<file path="src/rtl/swr_pkg.sv">
package swr_pkg;
  localparam int unsigned XLEN  = 32;
  localparam int unsigned NBYTE = XLEN / 8;
  localparam int unsigned LANEW = $clog2(NBYTE);
  localparam int unsigned OFFW  = 9;
  localparam int unsigned RIDXW = 5;
  localparam int unsigned RCODW = 3;

  typedef struct packed {
    logic [XLEN-1:0]  addr;
    logic [XLEN-1:0]  data;
    logic [NBYTE-1:0] be;
  } wreq_t;

  // compact register code to architectural register number
  function automatic logic [RIDXW-1:0] map_reg(input logic [RCODW-1:0] code);
    if (code < 3'd2) return {4'b1000, code[0]};
    return {2'b00, code};
  endfunction

  // starting byte lane from address offset and byte order
  function automatic logic [LANEW-1:0] lane_of(input logic [LANEW-1:0] lo,
                                               input logic big);
    return lo ^ {LANEW{big}};
  endfunction

  function automatic logic [XLEN-1:0] sext_off(input logic [OFFW-1:0] off);
    return {{(XLEN-OFFW){off[OFFW-1]}}, off};
  endfunction
endpackage

</file>
<file path="src/rtl/swr_decode.sv">
module swr_decode
  import swr_pkg::*;
(
  input  logic [31:0]       insn,
  output logic              match,
  output logic [OFFW-1:0]   off,
  output logic [RIDXW-1:0]  base_idx,
  output logic [RIDXW-1:0]  src_idx
);
  logic pfx_ok, base_ok;

  always_comb begin
    pfx_ok   = (insn[31:27] == 5'b11110) && (insn[26:25] == 2'b00) &&
               (insn[20:19] == 2'b10);
    base_ok  = (insn[15:11] == 5'b11010) && (insn[7:5] == 3'b111);
    match    = pfx_ok && base_ok;
    off      = {insn[24:21], insn[4:0]};
    base_idx = map_reg(insn[18:16]);
    src_idx  = map_reg(insn[10:8]);
  end
endmodule

</file>
<file path="src/rtl/swr_lane.sv">
module swr_lane
  import swr_pkg::*;
(
  input  logic [XLEN-1:0]  base,
  input  logic [XLEN-1:0]  src,
  input  logic [OFFW-1:0]  off,
  input  logic             big,
  output wreq_t            req
);
  logic [XLEN-1:0]  ea;
  logic [LANEW-1:0] lane;

  always_comb begin
    ea   = base + sext_off(off);
    lane = lane_of(ea[LANEW-1:0], big);
  end

  assign req.addr = {ea[XLEN-1:LANEW], {LANEW{1'b0}}};
  assign req.data = src << {lane, 3'b000};

  for (genvar k = 0; k < NBYTE; k++) begin : g_be
    assign req.be[k] = (k >= int'(lane));
  end
endmodule

</file>
<file path="src/rtl/swr_req_hold.sv">
module swr_req_hold
  import swr_pkg::*;
(
  input  logic  clk,
  input  logic  rst,
  input  logic  load,
  input  logic  drain,
  input  wreq_t req_in,
  output logic  valid,
  output wreq_t req_out
);
  always_ff @(posedge clk) begin
    if (rst) begin
      valid   <= 1'b0;
      req_out <= '0;
    end else if (load) begin
      valid   <= 1'b1;
      req_out <= req_in;
    end else if (drain) begin
      valid   <= 1'b0;
    end
  end
endmodule

</file>
<file path="src/rtl/swr_lane_unit.sv">
module swr_lane_unit
  import swr_pkg::*;
(
  input  logic             clk,
  input  logic             rst,
  input  logic             big_endian,
  input  logic             in_valid,
  output logic             in_ready,
  input  logic [31:0]      in_insn,
  output logic [RIDXW-1:0] rf_base_idx,
  input  logic [XLEN-1:0]  rf_base_data,
  output logic [RIDXW-1:0] rf_src_idx,
  input  logic [XLEN-1:0]  rf_src_data,
  output logic             not_mine,
  output logic             mem_valid,
  input  logic             mem_ready,
  output logic [XLEN-1:0]  mem_addr,
  output logic [XLEN-1:0]  mem_wdata,
  output logic [NBYTE-1:0] mem_be
);
  logic            dec_match;
  logic [OFFW-1:0] dec_off;
  wreq_t           lane_req, held_req;

  // named events for the checker
  logic accept_w, issue_w, reject_w, drain_w;

  swr_decode u_dec (
    .insn     (in_insn),
    .match    (dec_match),
    .off      (dec_off),
    .base_idx (rf_base_idx),
    .src_idx  (rf_src_idx)
  );

  swr_lane u_lane (
    .base (rf_base_data),
    .src  (rf_src_data),
    .off  (dec_off),
    .big  (big_endian),
    .req  (lane_req)
  );

  assign in_ready = !mem_valid;
  assign accept_w = in_valid && in_ready;
  assign issue_w  = accept_w && dec_match;
  assign reject_w = accept_w && !dec_match;
  assign drain_w  = mem_valid && mem_ready;

  swr_req_hold u_hold (
    .clk     (clk),
    .rst     (rst),
    .load    (issue_w),
    .drain   (drain_w),
    .req_in  (lane_req),
    .valid   (mem_valid),
    .req_out (held_req)
  );

  always_ff @(posedge clk) begin
    if (rst) not_mine <= 1'b0;
    else     not_mine <= reject_w;
  end

  assign mem_addr  = held_req.addr;
  assign mem_wdata = held_req.data;
  assign mem_be    = held_req.be;
endmodule

</file>
<file path="config.mk">
export PLATFORM = sky130hd
export DESIGN_NAME = swr_lane_unit
export DESIGN_NICKNAME = d
export VERILOG_FILES = /design/src/rtl/swr_pkg.sv /design/src/rtl/swr_decode.sv /design/src/rtl/swr_lane.sv /design/src/rtl/swr_req_hold.sv /design/src/rtl/swr_lane_unit.sv
export SDC_FILE = /design/constraint.sdc
export NUM_CORES = 1
export LEC_CHECK = 0
export ABC_AREA = 1
export BUFFER_PORTS_ARGS = -buffer_cell sky130_fd_sc_hd__buf_4
export CAP_MARGIN = 40
export CORE_MARGIN = 5
export CORE_UTILIZATION = 50
export CTS_BUF_LIST = sky130_fd_sc_hd__clkbuf_4
export CTS_CLUSTER_SIZE = 8
export DETAILED_ROUTE_END_ITERATION = 12
export PLACE_DENSITY = 0.79
export SLEW_MARGIN = 20
export SYNTH_ARGS = -nofsm -noshare
export SYNTH_HDL_FRONTEND = slang
export SYNTH_SLANG_ARGS = --single-unit
</file>
<file path="constraint.sdc">
create_clock -name clk -period 3.75 [get_ports clk]
set_input_delay 0.1875 -clock clk [delete_from_list [all_inputs] [get_ports clk]]
set_output_delay 0.1875 -clock clk [all_outputs]
set_load 0.05 [all_outputs]
</file>
==> results of run 1 <==
==> kinds of logic (layout without fill, tap and decap cells) <==
group	after synthesis	in the layout	synth area share [%]
simple gates	536	536	39.4
buf+inv	206	365	14.9
compound gates	113	113	11.3
flops	68	68	24.7
fa+ha+maj	32	32	7.41
xor+xnor	14	14	2.23
other cells	1	4	0.0681
==> how the worst max path moves through the flow <==
stage                         startpoint                              end  slack [ns]  cells after the start
3_3_place_gp                  in_insn[0]  u_hold.req_out[31]$_SDFFE_PP0P_        0.94                     14
2_1_floorplan  u_hold.valid$_SDFFE_PP0P_  u_hold.req_out[12]$_SDFFE_PP0P_        1.79                      7
4_1_cts                       in_insn[0]  u_hold.req_out[28]$_SDFFE_PP0P_        1.33                     14
3_5_place_dp                  in_insn[0]  u_hold.req_out[28]$_SDFFE_PP0P_        0.85                     14
6_report                      in_insn[0]  u_hold.req_out[28]$_SDFFE_PP0P_        1.27                     14
5_1_grt                       in_insn[0]  u_hold.req_out[29]$_SDFFE_PP0P_        0.98                     14
==> layer usage <==
layer | vias up | part of all wire (%)
met3 | 27 | 8.8
met4 | 0 | 2.0
met5 | - | 0
met2 | 240 | 44
li1 | 3303 | -
met1 | 2746 | 45
==> registers in the layout, summed over array words and instances (netlist names) <==
signal	flops
not_mine	1
u_hold.req_out	66
u_hold.valid	1
==> power by group <==
group | total [mW] | internal (mW) | leakage [nW] | switching [mW]
combinational | 0.618 | 0.236 | 3.33 | 0.382
clock | 0.399 | 0.141 | 0.0616 | 0.258
sequential | 0.722 | 0.722 | 0.548 | 0.000122
total | 1.74 | 1.10 | 3.94 | 0.640
==> worst max-delay path, cell delays in order <==
cell and delay [ns]:
sky130_fd_sc_hd__buf_4 0.11, sky130_fd_sc_hd__ha_1 0.22, sky130_fd_sc_hd__inv_1 0.08, sky130_fd_sc_hd__fa_1 0.43
sky130_fd_sc_hd__inv_1 0.06, sky130_fd_sc_hd__nand2_1 0.04, sky130_fd_sc_hd__nand2_1 0.05, sky130_fd_sc_hd__buf_4 0.22
sky130_fd_sc_hd__inv_2 0.19, sky130_fd_sc_hd__nor2_1 0.68, sky130_fd_sc_hd__inv_1 0.22, sky130_fd_sc_hd__o221ai_1 0.20
sky130_fd_sc_hd__nor2_1 0.06, sky130_fd_sc_hd__nor2_1 0.08
==> cell type report <==
cell class	instances	area [µm²]	share of cell area [%]
flip-flops and latches	68	1360	19.5
clock inverters	4	17.5	0.251
multi-input cells	699	3340	47.9
clock buffers	11	82.6	1.18
repair buffers	177	1350	19.3
well taps	140	175	2.51
inverters	173	649	9.32
==> cell usage in the layout (no fill, tap or decap) <==
| master | count |
|---|---|
| sky130_fd_sc_hd__a21o_1 | 1 |
| sky130_fd_sc_hd__a21oi_1 | 49 |
| sky130_fd_sc_hd__a22oi_1 | 4 |
| sky130_fd_sc_hd__a32o_1 | 4 |
| sky130_fd_sc_hd__and2_1 | 1 |
| sky130_fd_sc_hd__buf_12 | 1 |
| sky130_fd_sc_hd__buf_4 | 175 |
| sky130_fd_sc_hd__buf_6 | 1 |
| sky130_fd_sc_hd__clkbuf_4 | 11 |
| sky130_fd_sc_hd__clkinv_1 | 2 |
| sky130_fd_sc_hd__clkinv_2 | 2 |
| sky130_fd_sc_hd__conb_1 | 4 |
| sky130_fd_sc_hd__dfxtp_1 | 68 |
| sky130_fd_sc_hd__fa_1 | 1 |
| sky130_fd_sc_hd__ha_1 | 31 |
| sky130_fd_sc_hd__inv_1 | 168 |
| sky130_fd_sc_hd__inv_2 | 5 |
| sky130_fd_sc_hd__nand2_1 | 311 |
| sky130_fd_sc_hd__nand2_2 | 1 |
| sky130_fd_sc_hd__nand3_1 | 54 |
| sky130_fd_sc_hd__nand4_1 | 4 |
| sky130_fd_sc_hd__nor2_1 | 142 |
| sky130_fd_sc_hd__nor2_2 | 1 |
| sky130_fd_sc_hd__nor2_4 | 2 |
| sky130_fd_sc_hd__nor3_1 | 16 |
| sky130_fd_sc_hd__nor4_1 | 1 |
| sky130_fd_sc_hd__nor4_2 | 2 |
| sky130_fd_sc_hd__nor4_4 | 1 |
| sky130_fd_sc_hd__o21ai_0 | 32 |
| sky130_fd_sc_hd__o21ai_1 | 15 |
| sky130_fd_sc_hd__o21bai_1 | 4 |
| sky130_fd_sc_hd__o221ai_1 | 4 |
| sky130_fd_sc_hd__xnor2_1 | 14 |
==> through the flow <==
step                total power, mW  cells  instance area (µm²)  setup WS (ns)
finish                         1.74   1272                 6970           1.27
detailed placement             1.35   1257                 6870          0.853
floorplan                      1.16    973                 5520           1.79
global route                   1.85   1272                 6970          0.977
CTS                            1.73   1272                 6970           1.33
global placement               1.34   1256                 6860          0.943
==> flow_metrics.tcl, run 1 <==
set metrics [dict create \
    grt_start_max_net_pins 64 \
    yosysTopAreaCellShare_pct 24.7 \
    crit_required_ns 4.12 \
    cts-root-buf "sky130_fd_sc_hd__clkbuf_4" \
    post-synth-top-area-cell "sky130_fd_sc_hd__dfxtp_1" \
    cp_max_fo 20 \
    tritoncts_num_sinks 68 \
    min_from "mem_ready" \
    slew_violations 0 \
    gp_routability_congestion 0.968 \
    dp_hpwl_um 13700 \
    number_of_buffers_on_the_longest_clock_path 2 \
    worst-setup-path-type "input port to flip-flop" \
    cp-start-kind "input port" \
    nNetsFinal 1261 \
    die_height_um 115 \
    drt-pass1-iter-count 5 \
    hold_viol_final 0 \
    floorplan.initialDensity_pct 50.8 \
    die_area_um2 13200 \
    rr_worst_depth 8 \
    layout.core_utilization_pct 64.3 \
    drt_wl_total_um 17000 \
    regToRegEndpoint "u_hold.req_out[0]$_SDFFE_PP0P_" \
    post_drt_via_cell_ratio 4.97 \
    worstSetupEndpointType "flip-flop" \
    timing.fmax_mhz 404 \
    detail-route-antenna-nets 0 \
    groute.layer.met3.usage_pct 6.42 \
    synth.cell_area_um2 5510 \
    final_critical_path_required_period_ns 2.48 \
    globalRouteMet2Util_pct 40.1 \
    placement.io_buffers 173 \
    detailed_router_s_first_iteration_violation_count 450 \
    h-tree-depth 3 \
    antennaDiodeCount 0 \
    global_route.peak_usage_layer "met2" \
    design.core.area_um2 10800 \
    ctsResizeCount 0 \
    synth.area.top_cells "sky130_fd_sc_hd__dfxtp_1 (25%), sky130_fd_sc_hd__nand2_1 (21%), sky130_fd_sc_hd__inv_1 (11%)" \
    tritoncts.num_buffers 9 \
    rsz0062_at_grt "no" \
    synth_common_cells "sky130_fd_sc_hd__nand2_1 (311), sky130_fd_sc_hd__inv_1 (168), sky130_fd_sc_hd__nor2_1 (142)" \
    rows 38 \
    cp.arrival_ns 2.84 \
    fillers 1106 \
    power_per_cell_area_nw_per_um2 250 \
    number_of_antenna_violations_at_the_first_check_in_global_routing 0 \
    pin_count 182 \
    syn-instance-count 970 \
    cell_count_of_the_worst_hold_path 4 \
    relative_slew_margins_pct 45.0 \
    flow.area_growth_from_synthesis_pct 26.6 \
    postSynth.asyncResetShare_pct 0 \
    ys_types 31 \
    synth_edf_count 0 \
    drive_gt1_share_pct 17.8 \
    final_period_utilization_pct 66.0 \
    clock_slew_at_reported_path_ffs_ns 0.10 \
    detailroute.via_count 6316 \
    regToRegStartpoint "u_hold.valid$_SDFFE_PP0P_" \
    wire_length_of_the_first_global_routing_pass_um 27100 \
    yosys_warnings 0 \
    tritoncts "built" \
    min_to "u_hold.valid$_SDFFE_PP0P_" \
    fin_worst_skew_ns 0.00977 \
    setup_violating_endpoint_count_in_the_final_report 0 \
    synth-seq-cells 68 \
    grt_use_total_pct 25.3 \
    yosysMostFrequentCell "sky130_fd_sc_hd__nand2_1" \
    timing.hold.ws_ns 0.0392 \
    clk-insertion-delay-late_ns 0.42 \
    worst-slew-pin-transition_ns 0.822 \
    synthesized_area_per_cell_um2 5.68 \
    cap_violations 0 \
    totalNegativeSetupSlack_ns 0 \
    grt_overflow_total 0 \
    internal_reg_to_reg_setup_slack_ns 1.96 \
    synth_sequential_area_ratio_pct 24.7 \
    timing.hold.worst.class "input port to flip-flop" \
    vdd_drop_max_uv 184 \
    outcome "finished clean" \
    dominantRegCellSynth "sky130_fd_sc_hd__dfxtp_1" \
    dieWidth_um 115 \
    grt.met1_usage_pct 34.5 \
    leakage_nw 3.94 \
    grt_pass1_vias 5765 \
    routed_wire_length_per_instance_um 13.4 \
    cts_post_setup_buffers_inserted 0 \
    holdBufCountCts 0 \
    drcViolationCount 0 \
]
(Power assumes the default switching activity.)
==> run 2: changes to the inputs <==
--- a/config.mk
+++ b/config.mk
@@ -9,7 +9,7 @@
 export BUFFER_PORTS_ARGS = -buffer_cell sky130_fd_sc_hd__buf_4
 export CAP_MARGIN = 40
 export CORE_MARGIN = 5
-export CORE_UTILIZATION = 50
+export CORE_UTILIZATION = 48
 export CTS_BUF_LIST = sky130_fd_sc_hd__clkbuf_4
 export CTS_CLUSTER_SIZE = 8
 export DETAILED_ROUTE_END_ITERATION = 12
==> constraint.sdc (replaced) <==
create_clock -name clk -period 2.2 [get_ports clk]
set_input_delay 0.11 -clock clk [delete_from_list [all_inputs] [get_ports clk]]
set_output_delay 0.11 -clock clk [all_outputs]
set_load 0.05 [all_outputs]
==> flow_metrics.tcl, run 2 (synthesized netlist as in run 1, its figures left out) <==
set metrics [dict create \
    totalNegativeSetupSlack_ns 0 \
    regToRegEndpoint "u_hold.req_out[38]$_SDFFE_PP0P_" \
    total_power_mw 3.12 \
    number_of_antenna_violations_at_the_first_check_in_global_routing 1 \
    drt-pass1-iter-count 5 \
    global_route.peak_usage_layer "met2" \
    final_period_utilization_pct 75.6 \
    cp-start-kind "flip-flop" \
    drt_wl_total_um 16500 \
    largest_register_ffs 66 \
    worst_slack_ns 0.537 \
    groute.layer.met3.usage_pct 5.04 \
    cell_count_of_the_worst_hold_path 4 \
    routed_wire_length_per_instance_um 12.9 \
    cts-root-buf "sky130_fd_sc_hd__clkbuf_4" \
    grt_pass1_vias 5673 \
    dp_hpwl_um 13300 \
    leakage_nw 3.99 \
    layout.cells.most_common_list "sky130_fd_sc_hd__nand2_1 (311), sky130_fd_sc_hd__buf_4 (182), sky130_fd_sc_hd__inv_1 (168)" \
    timing.critical_path.cells "inv_2 -> nand2_1 -> inv_2 -> nand4_1 -> buf_4 -> buf_4 -> o21ai_0 -> nor2_1" \
    grt.met1_usage_pct 34.0 \
    tritoncts_num_sinks 68 \
    clock_slew_at_reported_path_ffs_ns 0.12 \
    slew_violations 0 \
    nNetsFinal 1268 \
    tritoncts.num_buffers 9 \
    floorplan.initialDensity_pct 48.6 \
    die_area_um2 13700 \
    wire_length_of_the_first_global_routing_pass_um 26600 \
    flow.area_growth_from_synthesis_pct 28.2 \
    detail-route-antenna-nets 0 \
    drcViolationCount 0 \
    clk-insertion-delay-late_ns 0.42 \
    rr_worst_depth 8 \
    worst-slew-pin-transition_ns 0.749 \
    post_drt_via_cell_ratio 4.90 \
    min_to "u_hold.req_out[23]$_SDFFE_PP0P_" \
    vdd_drop_max_uv 437 \
    internal_reg_to_reg_setup_slack_ns 0.54 \
    tritoncts "built" \
    regToRegStartpoint "u_hold.valid$_SDFFE_PP0P_" \
    rsz0062_at_grt "no" \
    cp_max_fo 20 \
    design.core.area_um2 11300 \
    number_of_buffers_on_the_longest_clock_path 2 \
    drive_gt1_share_pct 18.4 \
    grt_start_max_net_pins 74 \
    pre_cts_slack_ns 0.166 \
    timing.fmax_mhz 601 \
    ctsResizeCount 0 \
    crit_required_ns 2.56 \
    die_height_um 117 \
    pin_count 182 \
    outcome "finished clean" \
    fin_worst_skew_ns 0.0151 \
    crit_path_top_delay_cell "sky130_fd_sc_hd__dfxtp_1" \
    worstSetupEndpointType "flip-flop" \
    cap_violations 0 \
    final_critical_path_required_period_ns 1.66 \
    hold_viol_final 0 \
    setup_violating_endpoint_count_in_the_final_report 0 \
    grt_overflow_total 0 \
    rows 39 \
    relative_slew_margins_pct 50.0 \
    dieWidth_um 117 \
    timing.hold.worst.class "input port to flip-flop" \
    detailed_router_s_first_iteration_violation_count 490 \
    power_per_cell_area_nw_per_um2 442 \
    cts_post_setup_buffers_inserted 0 \
    grt_use_total_pct 24.1 \
    timing.critical_path.slowest_cell_delay_ns 0.38 \
    min_from "rf_src_data[11]" \
    holdBufCountCts 1 \
    placement.io_buffers 173 \
    h-tree-depth 3 \
    final_common_cell "sky130_fd_sc_hd__nand2_1" \
    top_register "u_hold.req_out" \
    detailroute.via_count 6294 \
    worst-setup-path-type "flip-flop to flip-flop" \
    cp.arrival_ns 2.02 \
    reg.largest.list "u_hold.req_out (66), not_mine (1), u_hold.valid (1)" \
    globalRouteMet2Util_pct 37.1 \
    gp_routability_congestion 0.985 \
]
==> run 2: changes by cell type in the layout (fill, tap and decap cells not counted), sizes merged <==
cell         before  now
buf             177  183
clkbuf           11    9
bufinv            0    1
clkinv            4    5
diode             0    1
dlygate4sd3       0    1
inv             173  174
==> run 2: how the worst max path moves through the flow <==
stage | start | slack, ns | endpoint
after global routing | u_hold.valid$_SDFFE_PP0P_ | 0.42 | u_hold.req_out[38]$_SDFFE_PP0P_
final | u_hold.valid$_SDFFE_PP0P_ | 0.54 | u_hold.req_out[38]$_SDFFE_PP0P_
after floorplan | u_hold.valid$_SDFFE_PP0P_ | 0.24 | u_hold.req_out[12]$_SDFFE_PP0P_
after detailed placement | in_insn[0] | 0.17 | u_hold.req_out[33]$_SDFFE_PP0P_
after CTS | u_hold.valid$_SDFFE_PP0P_ | 0.58 | u_hold.req_out[38]$_SDFFE_PP0P_
after global placement | in_insn[0] | 0.21 | u_hold.req_out[33]$_SDFFE_PP0P_
==> run 2: stage by stage <==
step / hold WS (ns) / instances / instance area [µm²] / utilization, %
floorplan: 0.307 / 973 / 5520 / -
global placement: 0.221 / 1266 / 6910 / 61.1
detailed placement: 0.221 / 1266 / 6910 / 61.1
CTS: 0.000927 / 1283 / 7060 / 62.3
global route: 0.00894 / 1284 / 7060 / 62.4
finish: 0.0211 / 1284 / 7060 / 62.4
==> run 2: power breakdown <==
part	total [mW]	internal [mW]	leakage, nW	switching, mW
clock network	0.819	0.343	0.0775	0.476
registers	1.23	1.23	0.548	0.000251
logic	1.07	0.417	3.36	0.653
==> run 2: cell type report <==
class,count,area (µm²)
fillers,1136,4260
multi-input cells,699,3340
repair buffers,184,1400
flip-flops and latches,68,1360
inverters,173,649
well taps,143,179
clock buffers,9,67.6
clock inverters,7,66.3
diodes,1,2.50
==> run 2: per-layer routing <==
metal  vias up  wire length [µm]
met1      2731              7650
met2       219              7230
met4         0               358
met3        27              1270
met5         -                 0
li1       3317                 -
==> run 2: worst max-delay path, delay by kind of cell (launching register included) <==
family	cells	cell delay, ns
AOI/OAI and AO/OA	1	0.10
buffers and inverters	4	0.69
DFF	1	0.38
and+or+nand+nor	3	0.41
==> run 3: changes to the inputs <==
--- a/config.mk
+++ b/config.mk
@@ -9,7 +9,7 @@
 export BUFFER_PORTS_ARGS = -buffer_cell sky130_fd_sc_hd__buf_4
 export CAP_MARGIN = 40
 export CORE_MARGIN = 5
-export CORE_UTILIZATION = 48
+export CORE_UTILIZATION = 50
 export CTS_BUF_LIST = sky130_fd_sc_hd__clkbuf_4
 export CTS_CLUSTER_SIZE = 8
 export DETAILED_ROUTE_END_ITERATION = 12
==> constraint.sdc (replaced) <==
create_clock -name clk -period 1.63 [get_ports clk]
set_input_delay 0.0815 -clock clk [delete_from_list [all_inputs] [get_ports clk]]
set_output_delay 0.0815 -clock clk [all_outputs]
set_load 0.05 [all_outputs]
==> flow_metrics.tcl, run 3 (synthesized netlist as in run 1, its figures left out) <==
set metrics [dict create \
    worstSetupEndpointType "flip-flop" \
    cts-root-buf "sky130_fd_sc_hd__clkbuf_4" \
    flow.area_growth_from_synthesis_pct 40.0 \
    number_of_buffers_on_the_longest_clock_path 2 \
    h-tree-depth 3 \
    worst-setup-path-type "flip-flop to flip-flop" \
    tritoncts "built" \
    gp_routability_congestion 0.904 \
    placement.io_buffers 173 \
    cp_max_fo 14 \
    leakage_nw 4.35 \
    detailed_router_s_first_iteration_violation_count 430 \
    grt_start_max_net_pins 43 \
    tritoncts_num_sinks 68 \
    power_per_cell_area_nw_per_um2 556 \
    die_area_um2 13200 \
    drt-pass1-iter-count 5 \
    final_critical_path_required_period_ns 1.54 \
    clk-insertion-delay-late_ns 0.40 \
    timing.critical_path.max_delay_family "simple AND/OR/NAND/NOR gates" \
    layoutNonFillerInstCount 1351 \
    die_height_um 115 \
    grt_use_total_pct 26.0 \
    regToRegEndpoint "u_hold.req_out[15]$_SDFFE_PP0P_" \
    nNetsFinal 1340 \
    clock_slew_at_reported_path_ffs_ns 0.11 \
    timing.critical_path.from "u_hold.valid$_SDFFE_PP0P_" \
    cap_violations 0 \
    routed_wire_length_per_instance_um 13.1 \
    final_period_utilization_pct 94.6 \
    hold_viol_final 0 \
    placedCellCount 1326 \
    regToRegStartpoint "u_hold.valid$_SDFFE_PP0P_" \
    cp.arrival_ns 1.88 \
    reg.largest.list "u_hold.req_out (66), not_mine (1), u_hold.valid (1)" \
    tritoncts.num_buffers 9 \
    final_common_cell "sky130_fd_sc_hd__nand2_1" \
    number_of_antenna_violations_at_the_first_check_in_global_routing 0 \
    antennaDiodeCount 0 \
    dieWidth_um 115 \
    setup_violating_endpoint_count_in_the_final_report 0 \
    pin_count 182 \
    wire_length_of_the_first_global_routing_pass_um 28200 \
    crit_path_top_delay_cell "sky130_fd_sc_hd__dfxtp_2" \
    cts_post_setup_buffers_inserted 0 \
    internal_reg_to_reg_setup_slack_ns 0.09 \
    cp-start-kind "flip-flop" \
    path_buf_inv 3 \
    detail-route-antenna-nets 0 \
    timing.hold.worst.class "input port to flip-flop" \
    dp_hpwl_um 14100 \
    fin_worst_skew_ns 0.00787 \
    timing.critical_path.cells "inv_4 -> nand2_1 -> inv_4 -> nand4_1 -> buf_6 -> nor2_4 -> nand2_1 -> a21oi_1" \
    drive_gt1_share_pct 23.5 \
    vdd_drop_max_uv 343 \
    slew_violations 0 \
    timing.fmax_mhz 649 \
    drcViolationCount 0 \
    fillers 999 \
    cell_count_of_the_worst_hold_path 5 \
    layout.core_utilization_pct 71.1 \
    outcome "finished clean" \
    grt_pass1_vias 6248 \
    largest_register_ffs 66 \
    layout.cells.most_common_list "sky130_fd_sc_hd__nand2_1 (310), sky130_fd_sc_hd__buf_4 (240), sky130_fd_sc_hd__inv_1 (167)" \
    top_register "u_hold.req_out" \
    rr_worst_depth 8 \
    setup.worst_path.end "u_hold.req_out[15]$_SDFFE_PP0P_" \
    timing.critical_path.slowest_cell_delay_ns 0.35 \
    number_of_stages_on_the_worst_setup_path 8 \
    design.core.area_um2 10800 \
    grt_overflow_total 0 \
    drt_wl_total_um 17700 \
    floorplan.initialDensity_pct 50.8 \
    detailroute.via_count 6748 \
    crit_required_ns 1.97 \
    rows 38 \
    post_drt_via_cell_ratio 4.99 \
]
==> run 3: tightest hold or removal path, stage by stage <==
cell	delay, ns
sky130_fd_sc_hd__buf_4	0.08
sky130_fd_sc_hd__nand2_1	0.04
sky130_fd_sc_hd__o221ai_1	0.07
sky130_fd_sc_hd__nor2_1	0.06
sky130_fd_sc_hd__nor2_1	0.08
==> run 3: layer usage <==
| metal | wire length, µm | global-route usage, % |
|---|---|---|
| met5 | 0 | 0 |
| met4 | 466 | 7.43 |
| met3 | 1550 | 4.53 |
| met2 | 8070 | 43.9 |
| met1 | 7620 | 34.1 |
==> run 3: cell type report <==
cell class	count	area, µm²	area share, %
inverters	173	654	8.49
clock inverters	4	17.5	0.227
repair buffers	255	2000	26.0
flip-flops and latches	68	1360	17.7
clock buffers	11	82.6	1.07
well taps	140	175	2.27
multi-input cells	700	3410	44.3
==> run 3: worst min path at each step <==
stage | start | slack, ns | endpoint
after floorplan | mem_ready | 0.27 | u_hold.valid$_SDFFE_PP0P_
after global routing | rf_src_data[12] | 0.03 | u_hold.req_out[24]$_SDFFE_PP0P_
after CTS | rf_src_data[27] | 0.0009 | u_hold.req_out[31]$_SDFFE_PP0P_
after detailed placement | in_insn[8] | 0.16 | rf_src_idx[0]
after global placement | in_insn[8] | 0.16 | rf_src_idx[0]
final | rf_src_data[27] | 0.02 | u_hold.req_out[31]$_SDFFE_PP0P_
==> run 3: metrics by stage <==
stage	instance area (µm²)	total power [mW]	hold WS [ns]	setup TNS [ns]	setup WS, ns
after global routing	7710	4.57	0.0340	-0.0788	-0.0224
after detailed placement	7500	3.37	0.164	-7.49	-0.287
after floorplan	5610	2.72	0.271	-0.335	-0.0591
after CTS	7690	4.29	0.000864	0	0.0185
after global placement	7500	3.35	0.164	-5.55	-0.218
final	7710	4.28	0.0249	0	0.0884
==> run 3: report_power, final <==
group          switching (mW)  leakage (nW)  internal, mW  total, mW
logic                   0.956          3.74         0.763       1.72
clock network           0.578        0.0616         0.326      0.903
registers            0.000429         0.548          1.66       1.66
total                    1.53          4.35          2.75       4.28
==> run 3: repair_timing <==
action | in CTS | in global routing
hold buffers | 9 | 0
setup endpoints to repair | 0 | 11
resized for setup | 0 | 3
hold endpoints to repair | 9 | 0
